--- config.mk ---
export PLATFORM = sky130hd
export DESIGN_NAME = burst_ring_writer
export DESIGN_NICKNAME = d
export VERILOG_FILES = /design/src/rtl/burst_writer_pkg.sv /design/src/rtl/bw_control.sv /design/src/rtl/bw_datapath.sv /design/src/rtl/burst_ring_writer.sv
export SDC_FILE = /design/constraint.sdc
export NUM_CORES = 1
export LEC_CHECK = 0
export ABC_AREA = 0
export BUFFER_PORTS_ARGS = -buffer_cell sky130_fd_sc_hd__buf_2
export CAP_MARGIN = 20
export CORE_MARGIN = 2
export CORE_UTILIZATION = 30
export CTS_CLUSTER_SIZE = 10
export DETAILED_ROUTE_END_ITERATION = 7
export PLACE_DENSITY_LB_ADDON = 0.1
export SETUP_SLACK_MARGIN = 0.3
export SLEW_MARGIN = 20
export SYNTH_ARGS = -nofsm -noshare
export SYNTH_HDL_FRONTEND = slang
export SYNTH_SLANG_ARGS = --single-unit
--- constraint.sdc ---
create_clock -name clk -period 2.96 [get_ports clk]
set_input_delay 0.444 -clock clk [delete_from_list [all_inputs] [get_ports clk]]
set_output_delay 0.444 -clock clk [all_outputs]
set_load 0.02 [all_outputs]
--- src/rtl/burst_writer_pkg.sv ---
package burst_writer_pkg;

  typedef enum logic [2:0] {
    ST_IDLE,
    ST_WAIT_READY,
    ST_CMD,
    ST_DATA,
    ST_GAP
  } wrState_e;

  // strobes from control to datapath
  typedef struct packed {
    logic issueCmd;
    logic moveBeat;
    logic gapTick;
  } wrStrobe_t;

endpackage

--- src/rtl/bw_control.sv ---
module bw_control
  import burst_writer_pkg::*;
(
  input  logic      clk,
  input  logic      rstN,
  input  logic      levelOk,
  input  logic      memBusy,
  input  logic      beatLast,
  input  logic      gapDone,
  output wrStrobe_t strb,
  output logic      inCmd,
  output logic      inData
);

  wrState_e state, stateNext;

  always_ff @(posedge clk or negedge rstN) begin
    if (!rstN) state <= ST_IDLE;
    else       state <= stateNext;
  end

  always_comb begin
    stateNext = state;
    unique case (state)
      ST_IDLE:       if (levelOk)  stateNext = ST_WAIT_READY;
      ST_WAIT_READY: if (!memBusy) stateNext = ST_CMD;
      ST_CMD:                      stateNext = ST_DATA;
      ST_DATA:       if (beatLast) stateNext = ST_GAP;
      ST_GAP:        if (gapDone)  stateNext = ST_IDLE;
      default:                     stateNext = ST_IDLE;
    endcase
  end

  always_comb begin
    strb          = '0;
    strb.issueCmd = (state == ST_CMD);
    strb.moveBeat = (state == ST_DATA);
    strb.gapTick  = (state == ST_GAP);
  end

  assign inCmd  = (state == ST_CMD);
  assign inData = (state == ST_DATA);

endmodule

--- src/rtl/bw_datapath.sv ---
module bw_datapath
  import burst_writer_pkg::*;
#(
  parameter int LVL_W      = 6,
  parameter int BURST_LEN  = 8,
  parameter int MEM_WORDS  = 64,
  parameter int GAP_MIN    = 3,
  parameter int HIGH_WATER = 16,
  localparam int ADDR_W    = $clog2(MEM_WORDS),
  localparam int BEAT_W    = $clog2(BURST_LEN + 1),
  localparam int GAP_W     = $clog2(GAP_MIN + 1)
) (
  input  logic              clk,
  input  logic              rstN,
  input  wrStrobe_t         strb,
  input  logic [LVL_W-1:0]  fifoLevel,
  output logic              levelOk,
  output logic              beatLast,
  output logic              gapDone,
  output logic [ADDR_W-1:0] writeAddr,
  output logic [ADDR_W-1:0] lastAddr,
  output logic              wrapPulse,
  output logic              underrunRisk
);

  localparam logic [ADDR_W-1:0] LAST_BASE = ADDR_W'(MEM_WORDS - BURST_LEN);
  localparam logic [ADDR_W-1:0] STEP      = ADDR_W'(BURST_LEN);

  logic [BEAT_W-1:0] beatCnt;
  logic [GAP_W-1:0]  gapCnt;

  assign levelOk  = fifoLevel >= LVL_W'(BURST_LEN);
  assign beatLast = strb.moveBeat && (beatCnt == BEAT_W'(BURST_LEN - 1));
  assign gapDone  = strb.gapTick && (gapCnt == GAP_W'(GAP_MIN - 1));

  always_ff @(posedge clk or negedge rstN) begin
    if (!rstN) begin
      beatCnt <= '0;
    end else if (strb.issueCmd) begin
      beatCnt <= '0;
    end else if (strb.moveBeat) begin
      beatCnt <= beatCnt + BEAT_W'(1);
    end
  end

  always_ff @(posedge clk or negedge rstN) begin
    if (!rstN) begin
      gapCnt <= '0;
    end else if (beatLast) begin
      gapCnt <= '0;
    end else if (strb.gapTick) begin
      gapCnt <= gapCnt + GAP_W'(1);
    end
  end

  always_ff @(posedge clk or negedge rstN) begin
    if (!rstN) begin
      writeAddr <= '0;
      lastAddr  <= '0;
      wrapPulse <= 1'b0;
    end else begin
      wrapPulse <= 1'b0;
      if (beatLast) begin
        lastAddr <= writeAddr + STEP - ADDR_W'(1);
        if (writeAddr == LAST_BASE) begin
          writeAddr <= '0;
          wrapPulse <= 1'b1;
        end else begin
          writeAddr <= writeAddr + STEP;
        end
      end
    end
  end

  always_ff @(posedge clk or negedge rstN) begin
    if (!rstN) underrunRisk <= 1'b0;
    else if (fifoLevel >= LVL_W'(HIGH_WATER)) underrunRisk <= 1'b1;
  end

endmodule

--- src/rtl/burst_ring_writer.sv ---
module burst_ring_writer
  import burst_writer_pkg::*;
#(
  parameter int DATA_W     = 16,
  parameter int LVL_W      = 6,
  parameter int BURST_LEN  = 8,
  parameter int MEM_WORDS  = 64,
  parameter int GAP_MIN    = 3,
  parameter int HIGH_WATER = 16,
  localparam int ADDR_W    = $clog2(MEM_WORDS)
) (
  input  logic              clk,
  input  logic              rstN,
  input  logic [DATA_W-1:0] fifoData,
  input  logic [LVL_W-1:0]  fifoLevel,
  output logic              fifoRd,
  input  logic              memBusy,
  output logic              cmdValid,
  output logic [ADDR_W-1:0] cmdAddr,
  output logic              wrValid,
  output logic [DATA_W-1:0] wrData,
  output logic              wrapPulse,
  output logic [ADDR_W-1:0] lastAddr,
  output logic              underrunRisk
);

  wrStrobe_t strb;
  logic levelOk, beatLast, gapDone, inCmd, inData;

  bw_control u_ctrl (
    .clk      (clk),
    .rstN     (rstN),
    .levelOk  (levelOk),
    .memBusy  (memBusy),
    .beatLast (beatLast),
    .gapDone  (gapDone),
    .strb     (strb),
    .inCmd    (inCmd),
    .inData   (inData)
  );

  bw_datapath #(
    .LVL_W      (LVL_W),
    .BURST_LEN  (BURST_LEN),
    .MEM_WORDS  (MEM_WORDS),
    .GAP_MIN    (GAP_MIN),
    .HIGH_WATER (HIGH_WATER)
  ) u_dp (
    .clk          (clk),
    .rstN         (rstN),
    .strb         (strb),
    .fifoLevel    (fifoLevel),
    .levelOk      (levelOk),
    .beatLast     (beatLast),
    .gapDone      (gapDone),
    .writeAddr    (cmdAddr),
    .lastAddr     (lastAddr),
    .wrapPulse    (wrapPulse),
    .underrunRisk (underrunRisk)
  );

  assign cmdValid = inCmd;
  assign wrValid  = inData;
  assign fifoRd   = inData;
  assign wrData   = fifoData;

endmodule

## Word level (Yosys, flattened, before mapping)

Index checks and enable logic that the tools add are counted.

| word-level totals | value |
|---|---|
| register bits | 23 |
| bits of input ports | 25 |
| output and inout port bits | 33 |
| word-level logic and storage cells | 42 |

| operators by class | value |
|---|---|
| add/subtract/negate cells | 4 |
| $lt $le $gt $ge | 2 |
| equality and inequality tests | 11 |
| multiplexer cells | 12 |
| reduce and logical (&&, ||, !) cells | 6 |

Operator list:

| kind | count |
|---|---|
| 3-bit one-hot mux with 5 select lines | 1 |
| 3-bit two-way mux | 4 |
| 4-bit two-way mux | 2 |
| 6-bit by 4-bit adder with 6-bit output, second input constant | 1 |
| 3-bit by 2-bit == test with 1-bit output, second input constant | 2 |
| 6-bit == test, second input constant | 1 |
| 6-bit by 4-bit >= comparator with 1-bit output, second input constant | 1 |
| 6-bit by 5-bit >= comparator with 1-bit output, second input constant | 1 |
| 6-bit two-way mux | 1 |
| 2-bit inequality test, second input constant | 3 |
| 6-bit by 1-bit subtractor with 6-bit output, second input constant | 1 |
| 4-bit by 1-bit adder with 4-bit output, second input constant | 1 |
| 4-bit by 3-bit == test with 1-bit output, second input constant | 1 |
| 2-bit two-way mux | 2 |
| 4-bit AND reduction | 1 |
| 2-bit nonzero test | 2 |
| 3-bit by 1-bit == test with 1-bit output, second input constant | 1 |
| 3-bit == test, second input constant | 1 |
| 3-bit logical NOT | 1 |
| 2-bit by 1-bit adder with 2-bit output, second input constant | 1 |
| 2-bit == test, second input constant | 1 |
| 1-bit logical AND | 2 |
| 1-bit two-way mux | 2 |
| 2-bit by 1-bit inequality test with 1-bit output, second input constant | 1 |

## Longest topological paths before layout

Gate-level depths: netlist (run 1).

| logic depth | value |
|---|---|
| depth after elaboration | 4 |
| gate-level depth with buffers | 5 |

## Modules after synthesis

From an unflattened synthesis (run 1), not the netlist that was laid out.

| unflattened totals | value |
|---|---|
| cells, all modules | 104 |
| area, all modules | 1026.0 sq um |

Modules (own cells, without submodules):

| module | times used | cells an instance | area each (sq um) | sequential area each (sq um) |
|---|---|---|---|---|
| bw_datapath | 1 | 68 | 724.4 | 375.4 |
| bw_control | 1 | 19 | 173.9 | 75.1 |
| burst_ring_writer | 1 | 17 | 127.6 | 0.0 |

## Worst setup path after synthesis (run 1)

OpenSTA, ideal clock, no wires.

| timing | value |
|---|---|
| kind | reg-to-output |
| from | register u_ctrl.state[1] |
| to | output cmdValid |
| data arrival time | 1.051 ns |
| setup slack | 1.465 ns |
| stages on the path, launching flop included | 3 |
| path buffers | 0 |
| cell sequence | dfrtp_1 or2b_1 nor2_1 |

| on the way | value |
|---|---|
| cells in the longest elaborated chain, start to end | 1 |

RTL lines:

| what | line | RTL |
|---|---|---|
| start, declared | bw_control.sv:15 | `wrState_e state, stateNext;` |
| start signal, assigned | bw_control.sv:19 | `else state <= stateNext;` |
| 3-bit by 2-bit == test with 1-bit output | bw_control.sv:41 | `assign inCmd = (state == ST_CMD);` |
| end, declared | burst_ring_writer.sv:18 | `output logic cmdValid,` |

No other way between the ends.

## Worst setup path after layout (run 1)

Ends and elaborated chain as after synthesis.

==> reports/results.ini, run 1 <==
[outcome]
status = finished clean

[logic_synthesis]
ys_types = 28
netlist_instances = 106
ys_top_cells_by_area = dfrtp_1 (43%), buf_4 (16%), o21ai_0 (6.7%)
synth_top_area_share_pct = 43.0
yosysSeqAreaShare_pct = 43.0
ys_ff_latch = 18
synth_area_sq_um = 1050
synth_area_per_cell_sq_um = 9.88
yosysTopAreaCell = dfrtp_1
ys_warn_count = 0

[critical_path]
startpoint = u_ctrl.state[1]
max_stage_delay_ns = 0.50
critPathSlowestCell = dfrtp_1
worstSetupPathType = flop to primary output
cp_max_fo = 8
reg2regPathDepth = 4
r2r_end = u_dp.lastAddr[3]
endpoint = cmdValid
cpLargestDelayFamily = flip-flops
worst_setup_path_end_kind = primary output
critPathLaunchType = flop
worstPathCellList = or2b_1 > nor2_1 > buf_2
reg2reg_from = u_dp.beatCnt[0]
rrSetupSlack_ns = 1.20
crit_required_ns = 2.52
crit_cells = 3
cp_num_buf_inv = 1
crit_arrival_ns = 1.42

[power]
leakage_nw = 0.486
p_per_area_nw_per_um2 = 912
finalPower_mw = 0.956
ir_worst_vdd_mv = 0.251

[clocking]
path_clk_slew_ns = 0.10
cts_root_buffer = clkbuf_4
cts_sinks = 18
cts_setup_buffers = 0
cts_tree = done
cts_made_buffers = 3
clock_latency_ns = 0.29
cts_resized = 0
cts.hold.buffers_added = 0
ctsHtreeMaxLevel = 1
clockBufferDepth = 2

[floorplan]
fp.coreArea_sq_um = 3340
num_io_pins = 58
fp.dieArea_sq_um = 3980
num_rows = 21
die_h_um = 63.1
fp.dieW_um = 63.1
start_util_pct = 31.4

[global_route]
grt_overflow = 0
grt_pass1_vias = 675
antenna_found_initial = 0
grt_pass1_wl_mm = 3.13
grt_usage_pct = 10.2
grt_max_degree = 19

[sta]
period_share_pct = 63.1
finalMaxSlewViolations = 0
fin_tns_setup_ns = 0
rsz0062_at_grt = false
hold_viol_final = 0
finalClockSkew_ns = 0.00258
fin_crit_ns = 1.87
setup_ws_ns = 1.09
finalSetupViolCount = 0
max_freq_mhz = 535

[final_layout]
fin_nets = 137
layout-drive-gt1-share_pct = 23.6
final_cell_mix = buf_2 (19), dfrtp_1 (18), o21ai_0 (14), nor2_1 (6), nand2_1 (6)
area_growth_pct = 0.120
antenna_cells = 0
final_common_cell = buf_2

[place]
place_congestion = 0.756
dp_hpwl_mm = 1.25
numPortBuffers = 19
place_ws_ns = 1.19

[route]
post-route-drc-count = 0
via_per_inst = 4.19
wl_mm = 1.84
vias = 637
antenna_left = 0
post_drt_wl_per_cell_um = 12.1
drt_iter0_drc = 14
drt_first_pass_iters = 4

[job]
drv_cap = 0

[hold_path]
hp-class = input pin to async pin

-- Yosys cell counts (all sizes together) --
cell and n:
a211oi 1, a21oi 3, a221oi 2, and2b 1, and3 1, buf 24, conb 1, dfrtp 18
ha 4, inv 4, mux2 2, mux2i 1, nand2 6, nand2b 1, nand3 2, nand3b 2
nor2 6, nor2b 1, nor3 1, o21ai 14, o31ai 1, or2 1, or2b 2, or3 3
xnor2 4
-- worst min path at each step --
stage | from | end | depth (start not counted)
2_1_floorplan | rstN | u_ctrl.state[0] | 0
3_3_place_gp | rstN | u_dp.beatCnt[2] | 1
3_5_place_dp | rstN | u_dp.beatCnt[2] | 1
4_1_cts | rstN | u_dp.beatCnt[2] | 1
5_1_grt | rstN | u_dp.beatCnt[1] | 1
6_report | rstN | u_dp.beatCnt[2] | 1
-- sequential cells by signal, indices dropped and copies added, names as in the netlist --
| signal | cells |
|---|---|
| u_dp.beatCnt | 4 |
| u_dp.lastAddr | 4 |
| u_ctrl.state | 3 |
| u_dp.writeAddr | 3 |
| u_dp.gapCnt | 2 |
| u_dp.underrunRisk | 1 |
| u_dp.wrapPulse | 1 |
-- through the flow --
stage	cells	hold WS (ns)	utilization (%)	area, sq um
2_1_floorplan	108	0.148	-	1050
3_3_place_gp	149	0.413	30.7	1030
3_5_place_dp	149	0.416	30.7	1030
4_1_cts	152	0.0773	31.4	1050
5_1_grt	152	0.0895	31.4	1050
6_report	152	0.0731	31.4	1050
-- kinds of logic (layout without fill, tap and decap cells) --
family	Yosys count	in the layout	share of synthesized area (%)
AOI/OAI and AO/OA	21	21	11.2
other	1	3	0.358
buffers and inverters	28	26	18.8
xor gates and xnor gates	4	4	3.34
adders and majority gates	4	4	4.78
and+or+nand+nor	27	27	14.7
DFF	18	18	43.0
muxes	3	3	3.82
-- report_power, final --
group          switching (mW)  internal, mW  leakage [nW]
clock network          0.0748        0.0473        0.0138
logic                   0.238         0.182         0.252
registers              0.0984         0.316         0.220
total                   0.412         0.545         0.486
-- cell type report --
cell class	instances	area [sq um]
inverter	4	15.0
tap	46	57.6
multi-input combinational	62	408
sequential	18	450
fill	362	2290
clock buffer	3	22.5
timing repair buffer	19	95.1
-- metal layers --
metal,vias up,GRT usage [%],routed length [um]
li1,332,-,-
met1,291,12.3,860
met2,12,15.8,842
met3,2,2.50,112
met4,0,7.22,27
met5,-,0,0
Power figures use the tool's default switching activity.
==> run 2, diff against run 1 <==
Settings changed: ABC_AREA 0 to 1.
Clock period 2.96 ns to 1.7 ns, I/O delays scaled along.
==> reports/results.ini, run 2 <==
[logic_synthesis]
synth_compound_area_share_pct = 4.48
synth_common_cells = nand2_1 (31), buf_4 (22), dfrtp_1 (18), inv_1 (13), nand3_1 (9)
ys_ff_latch = 18
synth_edf_count = 0
ys_warn_count = 0
yosysTopAreaCell = dfrtp_1
synth_top_family_by_area = simple AND/OR/NAND/NOR gates
ys_types = 22
yosys.area_share.xor_xnor_pct = 4.83
yosys.area_share.simple_pct = 21.6
yosysMostFrequentCell = nand2_1
netlist_instances = 125
synth_area_sq_um = 1060
synth_top_area_share_pct = 42.5
post_synth_fa_ha_maj_area_fraction_pct = 4.72
synth_area_per_cell_sq_um = 8.49
yosysSeqAreaShare_pct = 42.5
synth_mux_area_share_pct = 0
synthArstFlopShare_pct = 100
ys_top_cells_by_area = dfrtp_1 (42%), buf_4 (16%), nand2_1 (11%)
synth_ff_type = dfrtp_1

[final_layout]
area_growth_pct = 13.8
seq_area_sq_um = 453
multi_input_area_sq_um = 402
final_common_cell = nand2_1
fin_util_pct = 35.9
layout-drive-gt1-share_pct = 34.5
final_cell_mix = nand2_1 (30), buf_2 (16), dfrtp_1 (16), inv_1 (12), buf_4 (11)
fill_cells = 373
antenna_cells = 0
reg_top3 = u_dp.beatCnt x4, u_dp.lastAddr x4
fin_nets = 169

[sta]
finalMaxSlewViolations = 0
finalSetupViolCount = 0
rsz0062_at_grt = true
period_share_pct = 82.5
fin_crit_ns = 1.40
finalClockSkew_ns = 0.000439
max_freq_mhz = 713
fin_tns_setup_ns = 0
hold_viol_final = 0

[critical_path]
cp_max_fo = 5
crit_required_ns = 1.44
critPathLaunchType = flop
crit_arrival_ns = 1.15
reg2regPathDepth = 7
worst_setup_path_end_kind = primary output
worstSetupPathType = flop to primary output

[power]
p_switching_mw = 0.721
leakage_nw = 0.663
p_per_area_nw_per_um2 = 1480
combPwrFrac_pct = 47.6
power_frac_seq_pct = 37.3
swShare_pct = 40.5
ir_worst_vdd_mv = 0.748
internal-power_mw = 1.06
finalPower_mw = 1.78
pwr-share-clk_pct = 15.1

[route]
post_drt_wl_per_cell_um = 10.2
via_per_inst = 4.09
wl_mm = 1.89
post-route-drc-count = 0
drt_iter0_drc = 25
drt_first_pass_iters = 4
antenna_left = 0
vias = 757

[floorplan]
num_io_pins = 58
fp.coreArea_sq_um = 3360
num_rows = 21
fp.dieW_um = 63.5
fp.dieArea_sq_um = 4030
die_h_um = 63.5
start_util_pct = 31.5

[clocking]
clock_latency_ns = 0.29
path_clk_slew_ns = 0.11
cts_root_buffer = clkbuf_4
ctsHtreeMaxLevel = 1
cts_tree = done
cts_made_buffers = 3
cts_sinks = 18
clockBufferDepth = 2

[global_route]
grt_usage_pct = 9.66
grt_max_degree = 19
grt_overflow = 0
antenna_found_initial = 0
grt_pass1_vias = 645
grt_pass1_wl_mm = 3.00

[place]
dp_hpwl_mm = 1.30
place_congestion = 0.750
numPortBuffers = 19

[outcome]
status = finished clean

[hold_path]
worstHoldPathCells = 3
hp-class = input pin to flop

[job]
drv_cap = 0

run 2: changes by cell type in the layout (fill, tap and decap cells not counted), sizes merged, moves of 3 or more:
| cell | before | now |
|---|---|---|
| buf | 19 | 30 |
| inv | 4 | 14 |
| nand2 | 6 | 33 |
| nand3 | 2 | 9 |
| o21ai | 14 | 6 |
| or3 | 3 | 0 |
run 2: worst paths after layout:
| kind | from | to | slack, ns |
|---|---|---|---|
| worst max-delay path | u_ctrl.state[0] | cmdValid | 0.30 |
| worst min-delay path | fifoLevel[5] | u_dp.underrunRisk | 0.15 |
| worst max register to register | u_ctrl.state[2] | u_dp.lastAddr[4] | 0.35 |
| worst min register to register | u_dp.underrunRisk | u_dp.underrunRisk | 0.47 |
| max in group asynchronous | rstN | u_ctrl.state[2] | 0.96 |
| min in group asynchronous | rstN | u_ctrl.state[0] | 0.42 |
run 2: power groups by stage:
stage,logic (mW),registers [mW],clock network [mW]
after floorplan,0.571,0.690,0
after global placement,0.681,0.671,0
after detailed placement,0.684,0.672,0
after CTS,0.764,0.663,0.293
after global routing,0.944,0.681,0.311
final,0.847,0.665,0.270
run 2: worst max-delay path, stage by stage, from the launching register on:
cell and delay, ns:
dfrtp_2 0.47, nor2_4 0.14, nand2_2 0.08, inv_2 0.06
buf_6 0.10
run 2: layout make-up:
| type | count | area share [%] |
|---|---|---|
| flip-flops and latches | 18 | 37.5 |
| multi-input cells | 72 | 33.3 |
| repair buffers | 31 | 17.1 |
| well taps | 46 | 4.77 |
| inverters | 14 | 4.35 |
| clock buffers | 4 | 3.01 |
run 2: repair_timing:
item,4_1_cts,5_1_grt
buffers inserted,8,3
gates resized for setup,4,9
hold buffers,1,0
pin swaps,2,2
setup endpoints to repair,4,8
endpoints found under the hold margin,18,0
run 2: logic make-up after synthesis:
group           after synthesis
flops                        18
other cells                   1
fa+ha+maj                     4
buf+inv                      37
compound gates                8
simple gates                 52
xor+xnor                      5
run 2: through the flow:
stage / std cells / hold WS, ns / cell area [sq um] / setup WS [ns]
floorplan: 127 / -0.0406 / 1070 / 0.430
global placement: 169 / 0.231 / 1040 / 0.246
detailed placement: 169 / 0.232 / 1040 / 0.227
CTS: 182 / 0.142 / 1160 / 0.218
global route: 185 / 0.148 / 1210 / 0.218
finish: 185 / 0.155 / 1210 / 0.297
run 2: per-layer routing:
metal / GRT usage, % / share of wire [%] / vias to the layer above / wire [um]
li1: - / - / 387 / -
met1: 12.6 / 45 / 325 / 850
met2: 13.0 / 43 / 35 / 820
met3: 5.36 / 9.4 / 10 / 178
met4: 4.08 / 2.1 / 0 / 39
met5: 0 / 0 / - / 0
